<file path="src/rtl/blc_pkg.sv">
package blc_pkg;

    typedef struct packed {
        logic       clip_zero;   // bit 3
        logic [1:0] phase;       // bits 2:1
        logic       bypass;      // bit 0
    } blc_ctrl_t;

    localparam logic [31:0] BLC_ID = 32'h6FA7_0177;

    localparam int NUM_CH    = 4;
    localparam int A_ID      = 'h00;
    localparam int A_WIDTH   = 'h04;
    localparam int A_HEIGHT  = 'h08;
    localparam int A_STATUS  = 'h0C;
    localparam int A_CKSUM   = 'h10;
    localparam int A_COMMIT  = 'h14;
    localparam int A_CTRL    = 'h18;
    localparam int A_CH_BASE = 'h20;
    localparam int CH_STRIDE = 8;
    localparam int A_CH_END  = A_CH_BASE + NUM_CH * CH_STRIDE;

endpackage

</file>
<file path="src/rtl/blc_regs.sv">
module blc_regs
    import blc_pkg::*;
#(
    parameter int IN_W   = 12,
    parameter int SCL_W  = 18,
    parameter int ADDR_W = 8,
    parameter int DIM_W  = 16,
    parameter int DEF_W  = 640,
    parameter int DEF_H  = 480
) (
    input  logic                          clk,
    input  logic                          rst_n,
    input  logic                          reg_we,
    input  logic [ADDR_W-1:0]             reg_addr,
    input  logic [31:0]                   reg_wdata,
    output logic [31:0]                   reg_rdata,
    input  logic                          frame_start,
    input  logic                          stat_running,
    input  logic [7:0]                    stat_cksum,
    output blc_ctrl_t                     use_ctrl,
    output logic [NUM_CH-1:0][IN_W-1:0]   use_ped,
    output logic [NUM_CH-1:0][SCL_W-1:0]  use_scl,
    output logic [DIM_W-1:0]              img_height
);

    typedef struct packed {
        blc_ctrl_t                        sh_ctl;
        blc_ctrl_t                        ac_ctl;
        logic [NUM_CH-1:0][IN_W-1:0]      sh_ped;
        logic [NUM_CH-1:0][IN_W-1:0]      ac_ped;
        logic [NUM_CH-1:0][SCL_W-1:0]     sh_scl;
        logic [NUM_CH-1:0][SCL_W-1:0]     ac_scl;
        logic [DIM_W-1:0]                 width;
        logic [DIM_W-1:0]                 height;
        logic                             pend;
    } regs_t;

    regs_t st_d, st_q;

    logic              apply;
    logic              in_ch;
    logic              commit_wr;
    logic [ADDR_W-1:0] ch_off;
    logic [1:0]        ch_idx;

    assign ch_off    = reg_addr - ADDR_W'(A_CH_BASE);
    assign ch_idx    = ch_off[4:3];
    assign in_ch     = (reg_addr >= ADDR_W'(A_CH_BASE)) && (reg_addr < ADDR_W'(A_CH_END));
    assign commit_wr = reg_we && (reg_addr == ADDR_W'(A_COMMIT));
    assign apply     = frame_start && st_q.pend;

    always_comb begin
        st_d = st_q;
        if (apply) begin
            st_d.ac_ctl = st_q.sh_ctl;
            st_d.ac_ped = st_q.sh_ped;
            st_d.ac_scl = st_q.sh_scl;
            st_d.pend   = 1'b0;
        end
        if (reg_we) begin
            if (reg_addr == ADDR_W'(A_WIDTH)) begin
                st_d.width = reg_wdata[DIM_W-1:0];
            end else if (reg_addr == ADDR_W'(A_HEIGHT)) begin
                st_d.height = reg_wdata[DIM_W-1:0];
            end else if (reg_addr == ADDR_W'(A_COMMIT)) begin
                st_d.pend = 1'b1;
            end else if (reg_addr == ADDR_W'(A_CTRL)) begin
                st_d.sh_ctl = reg_wdata[3:0];
            end else if (in_ch) begin
                if (ch_off[2]) begin
                    st_d.sh_scl[ch_idx] = reg_wdata[SCL_W-1:0];
                end else begin
                    st_d.sh_ped[ch_idx] = reg_wdata[IN_W-1:0];
                end
            end
        end
    end

    always_ff @(posedge clk or negedge rst_n) begin
        if (!rst_n) begin
            st_q        <= '0;
            st_q.width  <= DIM_W'(DEF_W);
            st_q.height <= DIM_W'(DEF_H);
        end else begin
            st_q <= st_d;
        end
    end

    // the frame that triggers the commit already sees the new set
    assign use_ctrl   = apply ? st_q.sh_ctl : st_q.ac_ctl;
    assign use_ped    = apply ? st_q.sh_ped : st_q.ac_ped;
    assign use_scl    = apply ? st_q.sh_scl : st_q.ac_scl;
    assign img_height = st_q.height;

    always_comb begin
        reg_rdata = '0;
        if (reg_addr == ADDR_W'(A_ID)) begin
            reg_rdata = BLC_ID;
        end else if (reg_addr == ADDR_W'(A_WIDTH)) begin
            reg_rdata = 32'(st_q.width);
        end else if (reg_addr == ADDR_W'(A_HEIGHT)) begin
            reg_rdata = 32'(st_q.height);
        end else if (reg_addr == ADDR_W'(A_STATUS)) begin
            reg_rdata = {30'd0, st_q.pend, stat_running};
        end else if (reg_addr == ADDR_W'(A_CKSUM)) begin
            reg_rdata = {24'd0, stat_cksum};
        end else if (reg_addr == ADDR_W'(A_CTRL)) begin
            reg_rdata = 32'(st_q.sh_ctl);
        end else if (in_ch) begin
            reg_rdata = ch_off[2] ? 32'(st_q.sh_scl[ch_idx]) : 32'(st_q.sh_ped[ch_idx]);
        end
    end

    logic unused_bits;
    assign unused_bits = ^{reg_wdata, ch_off};

    AST_COMMIT_SETS_PEND: assert property (@(posedge clk) disable iff (!rst_n)
        commit_wr |=> st_q.pend) else $error("commit did not set pending");
    AST_PEND_CLEARS: assert property (@(posedge clk) disable iff (!rst_n)
        frame_start && st_q.pend && !commit_wr |=> !st_q.pend) else $error("pending not cleared");
    AST_ACTIVE_HOLD: assert property (@(posedge clk) disable iff (!rst_n)
        !frame_start |=> ($stable(st_q.ac_ped) && $stable(st_q.ac_scl) && $stable(st_q.ac_ctl)))
        else $error("active set changed outside start of frame");

endmodule

</file>
<file path="src/rtl/blc_chan.sv">
module blc_chan (
    input  logic       clk,
    input  logic       rst_n,
    input  logic       fire,
    input  logic       sof,
    input  logic       eol,
    input  logic [1:0] phase,
    output logic [1:0] ch
);

    typedef struct packed {
        logic row;
        logic col;
    } par_t;

    par_t st_d, st_q;
    logic cur_row, cur_col;

    assign cur_row = sof ? 1'b0 : st_q.row;
    assign cur_col = sof ? 1'b0 : st_q.col;
    assign ch      = {cur_row, cur_col} ^ phase;

    always_comb begin
        st_d = st_q;
        if (fire) begin
            st_d.col = eol ? 1'b0 : ~cur_col;
            st_d.row = eol ? ~cur_row : cur_row;
        end
    end

    always_ff @(posedge clk or negedge rst_n) begin
        if (!rst_n) st_q <= '0;
        else        st_q <= st_d;
    end

    AST_SOF_PARITY: assert property (@(posedge clk) disable iff (!rst_n)
        fire && sof && !eol |=> (!st_q.row && st_q.col)) else $error("parity after sof");
    AST_EOL_COL: assert property (@(posedge clk) disable iff (!rst_n)
        fire && eol |=> !st_q.col) else $error("column parity after eol");

endmodule

</file>
<file path="src/rtl/blc_correct.sv">
module blc_correct
    import blc_pkg::*;
#(
    parameter int IN_W    = 12,
    parameter int OUT_W   = 12,
    parameter int SCL_W   = 18,
    parameter bit REFLECT = 1'b1
) (
    input  logic              clk,
    input  logic              rst_n,
    input  logic              s_valid,
    output logic              s_ready,
    input  logic [IN_W-1:0]   s_data,
    input  logic              s_sof,
    input  logic              s_eol,
    input  logic [IN_W-1:0]   ped,
    input  logic [SCL_W-1:0]  scl,
    input  blc_ctrl_t         ctrl,
    output logic              m_valid,
    input  logic              m_ready,
    output logic [OUT_W-1:0]  m_data,
    output logic              m_sof,
    output logic              m_eol
);

    localparam int PW = IN_W + SCL_W;
    localparam int XW = (OUT_W > IN_W + 1) ? OUT_W : IN_W + 1;
    localparam logic [XW-1:0] OMAX = XW'((64'd1 << OUT_W) - 64'd1);
    localparam logic [PW:0]   HALF = (PW+1)'(1) << (SCL_W - 1);

    typedef struct packed {
        logic             valid;
        logic [OUT_W-1:0] data;
        logic             sof;
        logic             eol;
    } out_t;

    out_t st_d, st_q;

    logic              s_fire;
    logic              below;
    logic [IN_W-1:0]   pos_diff, neg_diff, corr;
    logic [PW-1:0]     prod;
    logic [PW:0]       rnd;
    logic [XW-1:0]     pick;
    logic [OUT_W-1:0]  result;

    assign below    = s_data < ped;
    assign pos_diff = s_data - ped;
    assign neg_diff = ped - s_data;

    if (REFLECT) begin : g_reflect
        assign corr = below ? (ctrl.clip_zero ? '0 : neg_diff) : pos_diff;
    end else begin : g_clip
        logic unused_clip;
        assign unused_clip = ctrl.clip_zero ^ (|neg_diff);
        assign corr = below ? '0 : pos_diff;
    end

    assign prod   = PW'(corr) * PW'(scl);
    assign rnd    = {1'b0, prod} + HALF;
    assign pick   = ctrl.bypass ? XW'(s_data) : XW'(rnd[PW:SCL_W]);
    assign result = (pick > OMAX) ? OMAX[OUT_W-1:0] : pick[OUT_W-1:0];

    assign s_ready = !st_q.valid || m_ready;
    assign s_fire  = s_valid && s_ready;

    always_comb begin
        st_d = st_q;
        if (s_fire) begin
            st_d.valid = 1'b1;
            st_d.data  = result;
            st_d.sof   = s_sof;
            st_d.eol   = s_eol;
        end else if (m_ready) begin
            st_d.valid = 1'b0;
        end
    end

    always_ff @(posedge clk or negedge rst_n) begin
        if (!rst_n) st_q <= '0;
        else        st_q <= st_d;
    end

    assign m_valid = st_q.valid;
    assign m_data  = st_q.data;
    assign m_sof   = st_q.sof;
    assign m_eol   = st_q.eol;

    logic unused_rnd;
    assign unused_rnd = ^rnd[SCL_W-1:0];

    AST_STALL_HOLD: assert property (@(posedge clk) disable iff (!rst_n)
        m_valid && !m_ready |=> m_valid && $stable(m_data) && $stable(m_sof) && $stable(m_eol))
        else $error("stalled output changed");
    AST_CLIP_ZERO: assert property (@(posedge clk) disable iff (!rst_n)
        s_fire && !ctrl.bypass && ctrl.clip_zero && (s_data < ped) |=> m_data == '0)
        else $error("clip did not give zero");

    if (OUT_W >= IN_W) begin : g_byp_chk
        AST_BYPASS_PASS: assert property (@(posedge clk) disable iff (!rst_n)
            s_fire && ctrl.bypass |=> m_data == OUT_W'($past(s_data)))
            else $error("bypass altered pixel");
    end

endmodule

</file>
<file path="src/rtl/blc_frame_mon.sv">
module blc_frame_mon #(
    parameter int OUT_W = 12,
    parameter int DIM_W = 16,
    parameter int CK_W  = 8
) (
    input  logic             clk,
    input  logic             rst_n,
    input  logic             fire,
    input  logic             sof,
    input  logic             eol,
    input  logic [OUT_W-1:0] data,
    input  logic [DIM_W-1:0] height,
    output logic             running,
    output logic [CK_W-1:0]  cksum
);

    typedef struct packed {
        logic             running;
        logic [DIM_W-1:0] line;
        logic [CK_W-1:0]  sum;
        logic [CK_W-1:0]  cks;
    } mon_t;

    mon_t st_d, st_q;

    logic [DIM_W-1:0] cur_line;
    logic [CK_W-1:0]  cur_sum;
    logic [DIM_W:0]   lines_done;
    logic             last;

    assign cur_line   = sof ? '0 : st_q.line;
    assign cur_sum    = (sof ? '0 : st_q.sum) + CK_W'(data);
    assign lines_done = {1'b0, cur_line} + (DIM_W+1)'(1);
    assign last       = eol && (lines_done >= {1'b0, height});

    always_comb begin
        st_d = st_q;
        if (fire) begin
            st_d.sum = cur_sum;
            if (sof) st_d.running = 1'b1;
            if (eol) begin
                if (last) begin
                    st_d.running = 1'b0;
                    st_d.cks     = cur_sum;
                    st_d.line    = '0;
                end else begin
                    st_d.line    = lines_done[DIM_W-1:0];
                end
            end
        end
    end

    always_ff @(posedge clk or negedge rst_n) begin
        if (!rst_n) st_q <= '0;
        else        st_q <= st_d;
    end

    assign running = st_q.running;
    assign cksum   = st_q.cks;

    logic unused_data;
    assign unused_data = ^data;

    AST_RUN_START: assert property (@(posedge clk) disable iff (!rst_n)
        fire && sof && !eol |=> running) else $error("running not set");
    AST_CKS_HOLD: assert property (@(posedge clk) disable iff (!rst_n)
        !(fire && eol) |=> $stable(cksum)) else $error("checksum moved mid-line");

endmodule

</file>
<file path="src/rtl/bayer_blc.sv">
module bayer_blc
    import blc_pkg::*;
#(
    parameter int IN_W    = 12,
    parameter int OUT_W   = 12,
    parameter int SCL_W   = 18,
    parameter bit REFLECT = 1'b1,
    parameter int ADDR_W  = 8,
    parameter int DIM_W   = 16,
    parameter int DEF_W   = 640,
    parameter int DEF_H   = 480
) (
    input  logic              clk,
    input  logic              rst_n,
    input  logic              s_valid,
    output logic              s_ready,
    input  logic [IN_W-1:0]   s_data,
    input  logic              s_sof,
    input  logic              s_eol,
    output logic              m_valid,
    input  logic              m_ready,
    output logic [OUT_W-1:0]  m_data,
    output logic              m_sof,
    output logic              m_eol,
    input  logic              reg_we,
    input  logic [ADDR_W-1:0] reg_addr,
    input  logic [31:0]       reg_wdata,
    output logic [31:0]       reg_rdata
);

    logic                          s_fire, m_fire, frame_start;
    blc_ctrl_t                     use_ctrl;
    logic [NUM_CH-1:0][IN_W-1:0]   use_ped;
    logic [NUM_CH-1:0][SCL_W-1:0]  use_scl;
    logic [DIM_W-1:0]              img_height;
    logic [1:0]                    ch;
    logic                          running;
    logic [7:0]                    cksum;

    assign s_fire      = s_valid && s_ready;
    assign m_fire      = m_valid && m_ready;
    assign frame_start = s_fire && s_sof;

    blc_regs #(
        .IN_W(IN_W), .SCL_W(SCL_W), .ADDR_W(ADDR_W),
        .DIM_W(DIM_W), .DEF_W(DEF_W), .DEF_H(DEF_H)
    ) u_regs (
        .clk(clk), .rst_n(rst_n),
        .reg_we(reg_we), .reg_addr(reg_addr), .reg_wdata(reg_wdata), .reg_rdata(reg_rdata),
        .frame_start(frame_start), .stat_running(running), .stat_cksum(cksum),
        .use_ctrl(use_ctrl), .use_ped(use_ped), .use_scl(use_scl), .img_height(img_height)
    );

    blc_chan u_chan (
        .clk(clk), .rst_n(rst_n), .fire(s_fire), .sof(s_sof), .eol(s_eol),
        .phase(use_ctrl.phase), .ch(ch)
    );

    blc_correct #(
        .IN_W(IN_W), .OUT_W(OUT_W), .SCL_W(SCL_W), .REFLECT(REFLECT)
    ) u_correct (
        .clk(clk), .rst_n(rst_n),
        .s_valid(s_valid), .s_ready(s_ready), .s_data(s_data), .s_sof(s_sof), .s_eol(s_eol),
        .ped(use_ped[ch]), .scl(use_scl[ch]), .ctrl(use_ctrl),
        .m_valid(m_valid), .m_ready(m_ready), .m_data(m_data), .m_sof(m_sof), .m_eol(m_eol)
    );

    blc_frame_mon #(
        .OUT_W(OUT_W), .DIM_W(DIM_W), .CK_W(8)
    ) u_mon (
        .clk(clk), .rst_n(rst_n), .fire(m_fire), .sof(m_sof), .eol(m_eol),
        .data(m_data), .height(img_height), .running(running), .cksum(cksum)
    );

    AST_READY_RULE: assert property (@(posedge clk) disable iff (!rst_n)
        s_ready == (!m_valid || m_ready)) else $error("ready rule broken");

endmodule

</file>
<file path="config.mk">
export PLATFORM = sky130hd
export DESIGN_NAME = bayer_blc
export DESIGN_NICKNAME = d
export VERILOG_FILES = /design/src/rtl/blc_pkg.sv /design/src/rtl/blc_regs.sv /design/src/rtl/blc_chan.sv /design/src/rtl/blc_correct.sv /design/src/rtl/blc_frame_mon.sv /design/src/rtl/bayer_blc.sv
export SDC_FILE = /design/constraint.sdc
export NUM_CORES = 1
export LEC_CHECK = 0
export ABC_AREA = 1
export BUFFER_PORTS_ARGS = -buffer_cell sky130_fd_sc_hd__buf_2
export CORE_MARGIN = 5
export CORE_UTILIZATION = 50
export DETAILED_ROUTE_END_ITERATION = 12
export HOLD_SLACK_MARGIN = 0.12
export PLACE_DENSITY = 0.72
export SLEW_MARGIN = 15
export SYNTH_ARGS = -nofsm -noshare
export SYNTH_HDL_FRONTEND = slang
export SYNTH_SLANG_ARGS = --single-unit
</file>
<file path="constraint.sdc">
create_clock -name clk -period 10.9 [get_ports clk]
set_input_delay 0.545 -clock clk [delete_from_list [all_inputs] [get_ports clk]]
set_output_delay 0.545 -clock clk [all_outputs]
set_load 0.02 [all_outputs]
</file>
==> results of run 1 <==
## where the power goes
| part | switching (W) | leakage (nW) | internal [W] | total, W |
|---|---|---|---|---|
| Clock | 0.000511 | 0.540 | 0.000671 | 0.00118 |
| Combinational | 0.00313 | 9.19 | 0.00155 | 0.00468 |
| Sequential | 0.000100 | 4.43 | 0.00137 | 0.00147 |
## layer usage
layer  vias to the layer above  part of all wire [%]  global-route usage, %
met4                         2                   3.3                  7.726
met2                       921                    44                  41.11
met1                     10390                    42                  36.75
met5                         -                 0.095                 0.9821
met3                       151                    11                  7.773
li1                      10200                     -                      -
## kinds of logic after synthesis
kind of cell	after synthesis
xor+xnor	31
compound gates	451
simple gates	1491
fa+ha+maj	293
buf+inv	624
flops	331
other cells	1
## flip-flops by register name (all words and copies together), names as in the netlist
signal,flops
u_chan.st_q,2
u_correct.m_data,12
u_correct.m_eol,1
u_correct.m_sof,1
u_correct.m_valid,1
u_mon.cksum,8
u_mon.running,1
u_mon.st_q,24
u_regs.img_height,16
u_regs.st_q,265
## through the flow
step	utilization, %	cell area [sq um]	hold slack, ps
final	54.07	26960	235.3
after global placement	51.82	25840	456.4
after CTS	54.07	26960	220.3
after detailed placement	51.82	25840	459.2
after floorplan	-	25070	249.4
after global routing	54.07	26960	242.6
## Yosys cell counts, drive strengths merged (3+ instances only)
master	instances	share of area [%]
xor2	25	0.87
buf	84	2.5
nand3	190	4.5
o2111ai	5	0.17
xnor2	6	0.21
a21oi	63	1.3
a21boi	3	0.090
nor4	4	0.10
o22ai	46	1.1
a221oi	9	0.31
nor3	16	0.36
nor2	175	2.7
o21ai	277	5.7
dfrtp	325	32
o211ai	15	0.55
fa	163	13
a21o	5	0.15
o21bai	9	0.27
nand2	1053	16
nand4	35	0.87
nand3b	7	0.21
o31ai	4	0.17
ha	130	6.5
dfstp	6	0.63
o311ai	4	0.14
clkbuf	48	0.72
or2	10	0.25
a211oi	3	0.090
clkinv	4	0.065
inv	488	7.3
## how the worst max path moves through the flow
stage	from	end	slack [ps]	depth (start not counted)
5_1_grt	u_correct.m_valid	u_correct.m_data[11]	690	44
3_3_place_gp	m_ready	u_correct.m_data[5]	1380	44
2_1_floorplan	s_valid	u_correct.m_data[1]	3140	46
6_report	u_correct.m_valid	u_correct.m_data[5]	1230	42
3_5_place_dp	m_ready	u_correct.m_data[5]	1270	44
4_1_cts	u_correct.m_valid	u_correct.m_data[5]	1410	42
## critical path: cells and delay by family (launching register included)
family                   cells  cell delay (ps)
buffers and inverters       11             1860
AO/OA/AOI/OAI                3              850
adder cells (fa/ha/maj)      7             3170
AND/OR/NAND/NOR             21             3190
flip-flops                   1              430
## final cells by class
class	instances	share of cell area, %
multi-input combinational	2271	52.35
sequential	331	30.75
inverter	492	6.873
clock buffer	51	3.736
tap	672	3.119
timing repair buffer	126	2.794
clock inverter	9	0.3759
## what timing repair did
action                                  in CTS  in global routing
endpoints found under the hold margin      101                  0
endpoints found under the setup margin       0                  0
hold buffers                                 1                  0
==> metrics.cfg, run 1 <==
[run_status]
outcome=complete, no violations

[sta]
hold_viol_final=0
finalSetupViolCount=0
skew_ps=20.62
max_freq_ghz=0.1035
fin_ws_ps=1235
slew_violations=0
worstMarginPinSlew_ps=1035
tns_ps=0
relSlewSlack_pct=31.01
period_needed_ps=9665
rsz0062_at_grt=false
period_share_pct=88.67

[hold_path]
min_from=reg_wdata[4]
worstHoldPathType=input port to flip-flop
hold_end=u_regs.st_q[265]
hold_depth=3

[placement]
place_hpwl_microns=52840
port_buffers=87
dp_slack_ps=1274
dp.cells=3891
gp_congestion=0.9408

[grt]
grt_max_degree=137
grt_pass1_vias=20800
grt_usage_pct=26.63
grt_pass1_wl_microns=114500
grt.overflow.total=0
grt_antenna_before_repair=0

[cells_and_area]
antenna_cells=0
multi_input_area_sq_um=14110
final_common_cell=nand2_1
syn2layout_area_growth_pct=7.595
layout_common_cells=nand2_1 (1020), inv_1 (469), dfrtp_1 (325)
nNetsFinal=3609
instances_no_fill=3952
n_fill_cell=4749
seq_area_sq_um=8290
drive_above_1_share_pct=8.659

[worst_setup_path]
crit_arrival_ps=10070
cp-start-kind=flip-flop
critPathKind=flip-flop to flip-flop
cp-end-kind=flip-flop
crit_top_cell=nand2_1
r2r_start=u_correct.m_valid
crit_fanout=18
reg2reg_to=u_correct.m_data[5]
cp_slowest_cell=fa_1
r2r_slack_ps=1230
critPathMaxStageDelay_ps=550
cp.required_ps=11310
ff2ff_path_depth=42

[synthesis]
synthSimpleGateAreaFrac_pct=25.22
postSynth.asyncResetShare_pct=100.0
synth_cells=3222
seq_area_frac_synth_pct=33.09
synthMuxAreaShare_pct=0
netlist_area_sq_um=25060
synth_seq_cells=331
synth_fa_ha_area_share_pct=19.51
synth_xor_area_share_pct=1.084
ys_warn_count=0
synth_edf_count=0
synth_compound_area_share_pct=10.42
synth_ff_type=dfrtp_1
synth_top_family_by_area=simple AND/OR/NAND/NOR gates
ys_types=63
synth_area_per_cell_sq_um=7.777

[pwr]
leakagePower_nw=14.17
ir_drop_mv=0.3260
p_per_area_nw_per_um2=272.0
finalPower_w=0.007333

[cts]
ctsHtreeMaxLevel=2
cts_tree=yes
cts_setup_buffers=0
clock_sinks=331
clk_latency_ps=540
cts_resized=0
cts_buffers=35
clock-root-buffer=clkbuf_16
path_clk_slew_ps=60
cts_buffer_depth=3

[floorplan]
coreArea_sq_um=49860
start_util_pct=50.25
die-area_sq_um=54690
ios=107
die_h_microns=233.9
dieWidth_microns=233.9
fp-row-count=82

[flow_run]
drv_cap=0

[detailed_routing]
via_per_inst=5.481
routed_wirelength_microns=72650
routedWlPerCell_microns=18.38
drt_first_pass_iters=6
vias=21660
drc=0
ant_nets=0
drtIter0Drc=2339

No activity file was read; power rests on OpenSTA's default activity.
==> run 2, diff against run 1 <==
- CTS_BUF_LIST: unset -> sky130_fd_sc_hd__clkbuf_8
- SETUP_SLACK_MARGIN: unset -> 0.4
- clock period: 10.9 -> 11.2 ns (I/O delays scaled with it)
==> metrics.cfg, run 2 (synthesized netlist as in run 1, its figures left out) <==
[placement]
port_buffers=87
gp_congestion=0.9542
dpl_cell_area_sq_um=25810
place_hpwl_microns=53150

[hold_path]
worstHoldPathType=input port to flip-flop

[cts]
cts_tree=yes
cts_buffer_depth=3
clk_latency_ps=640
clock_sinks=331
clock-root-buffer=clkbuf_8
cts_resized=0
ctsHtreeMaxLevel=2
path_clk_slew_ps=70
cts_setup_buffers=0
cts_buffers=54

[cells_and_area]
top_register=u_regs.st_q
drive_above_1_share_pct=9.294
stdcell_area_sq_um=26960
nNetsFinal=3621
n_fill_cell=4776
antenna_cells=0
syn2layout_area_growth_pct=7.590
final_common_cell=nand2_1
largest_reg_flops=265
layout_common_cells=nand2_1 (1020), inv_1 (489), dfrtp_1 (325)

[detailed_routing]
drtIter0Drc=2349
ant_nets=0
drt_first_pass_iters=5
routedWlPerCell_microns=18.19
via_per_inst=5.486
drc=0
routed_wirelength_microns=72490
vias=21870

[sta]
tns_ps=0
period_needed_ps=9873
finalSetupViolCount=0
rsz0062_at_grt=false
period_share_pct=88.15
hold_viol_final=0
max_freq_ghz=0.1013
relSlewSlack_pct=32.30
slew_violations=0
worstMarginPinSlew_ps=1013
skew_ps=52.46

[worst_setup_path]
cp_slowest_cell=o21ai_2
cp-start-kind=flip-flop
cp-end-kind=flip-flop
critPathMaxStageDelay_ps=560
crit_fanout=18
cp.required_ps=11670
crit_arrival_ps=10340
crit_top_cell=nand2_1
critPathKind=flip-flop to flip-flop

[floorplan]
ios=107
dieWidth_microns=233.9
die-area_sq_um=54690
die_h_microns=233.9
coreArea_sq_um=49860
start_util_pct=50.25
fp-row-count=82

[flow_run]
drv_cap=0

[grt]
grt_usage_pct=26.65
grt_pass1_vias=20960
grt.overflow.total=0
grt_antenna_before_repair=1
grt_pass1_wl_microns=115400
grt_max_degree=126

[pwr]
ir_drop_mv=0.3100
leakagePower_nw=14.25
p_per_area_nw_per_um2=262.7
finalPower_w=0.007081

[run_status]
outcome=complete, no violations

## run 2: worst paths after layout
| check | start | endpoint | slack, ps | depth (start not counted) |
|---|---|---|---|---|
| setup / recovery | u_correct.m_valid | u_correct.m_data[1] | 1330 | 41 |
| hold / removal | reg_wdata[8] | u_regs.st_q[269] | 140 | 3 |
| setup reg to reg | u_correct.m_valid | u_correct.m_data[1] | 1330 | 41 |
| hold reg to reg | u_regs.st_q[78] | u_regs.st_q[78] | 480 | 2 |
| max in group asynchronous | rst_n | u_correct.m_data[11] | 8030 | 4 |
| min in group asynchronous | rst_n | u_regs.st_q[220] | 580 | 2 |
## run 2: final cells by class
type | count | area (sq um) | area share, %
Clock inverter | 35 | 226.5 | 0.8401
Inverter | 492 | 1853 | 6.874
Timing Repair Buffer | 119 | 725.7 | 2.692
Multi-Input combinational cell | 2271 | 14110 | 52.35
Sequential cell | 331 | 8290 | 30.75
Tap cell | 672 | 840.8 | 3.119
Clock buffer | 66 | 908.4 | 3.370
## run 2: repair_timing
action,in CTS,in global routing
setup endpoints to repair,0,0
hold buffers,1,0
endpoints found under the hold margin,117,0
## run 2: layer usage
| layer | global-route usage [%] | part of all wire, % | vias to the layer above |
|---|---|---|---|
| li1 | - | - | 10240 |
| met1 | 38.07 | 43 | 10490 |
| met2 | 41.44 | 44 | 999 |
| met3 | 5.558 | 9.5 | 142 |
| met4 | 7.634 | 3.1 | 2 |
| met5 | 0 | 0.018 | - |
## run 2: critical path, delay by kind of cell (launching register included)
family,cells,cell delay [ps]
simple gates,23,3550
buf+inv,8,1530
compound gates,3,970
flops,1,430
fa+ha+maj,7,3210
## run 2: report_power, final
group | internal [W] | total [W] | switching, W
Sequential | 0.00133 | 0.00143 | 0.0000992
Combinational | 0.00151 | 0.00455 | 0.00304
Clock | 0.000584 | 0.00110 | 0.000517
Total | 0.00343 | 0.00708 | 0.00365
## run 2: stage by stage
stage	cells	worst slack, ps	hold slack [ps]	util, %
floorplan	3226	3429	264.4	-
finish	3986	1327	139.4	54.07
global route	3986	757.2	133.9	54.07
global placement	3884	1340	456.4	51.77
CTS	3986	1472	125.3	54.07
detailed placement	3884	1278	457.5	51.77
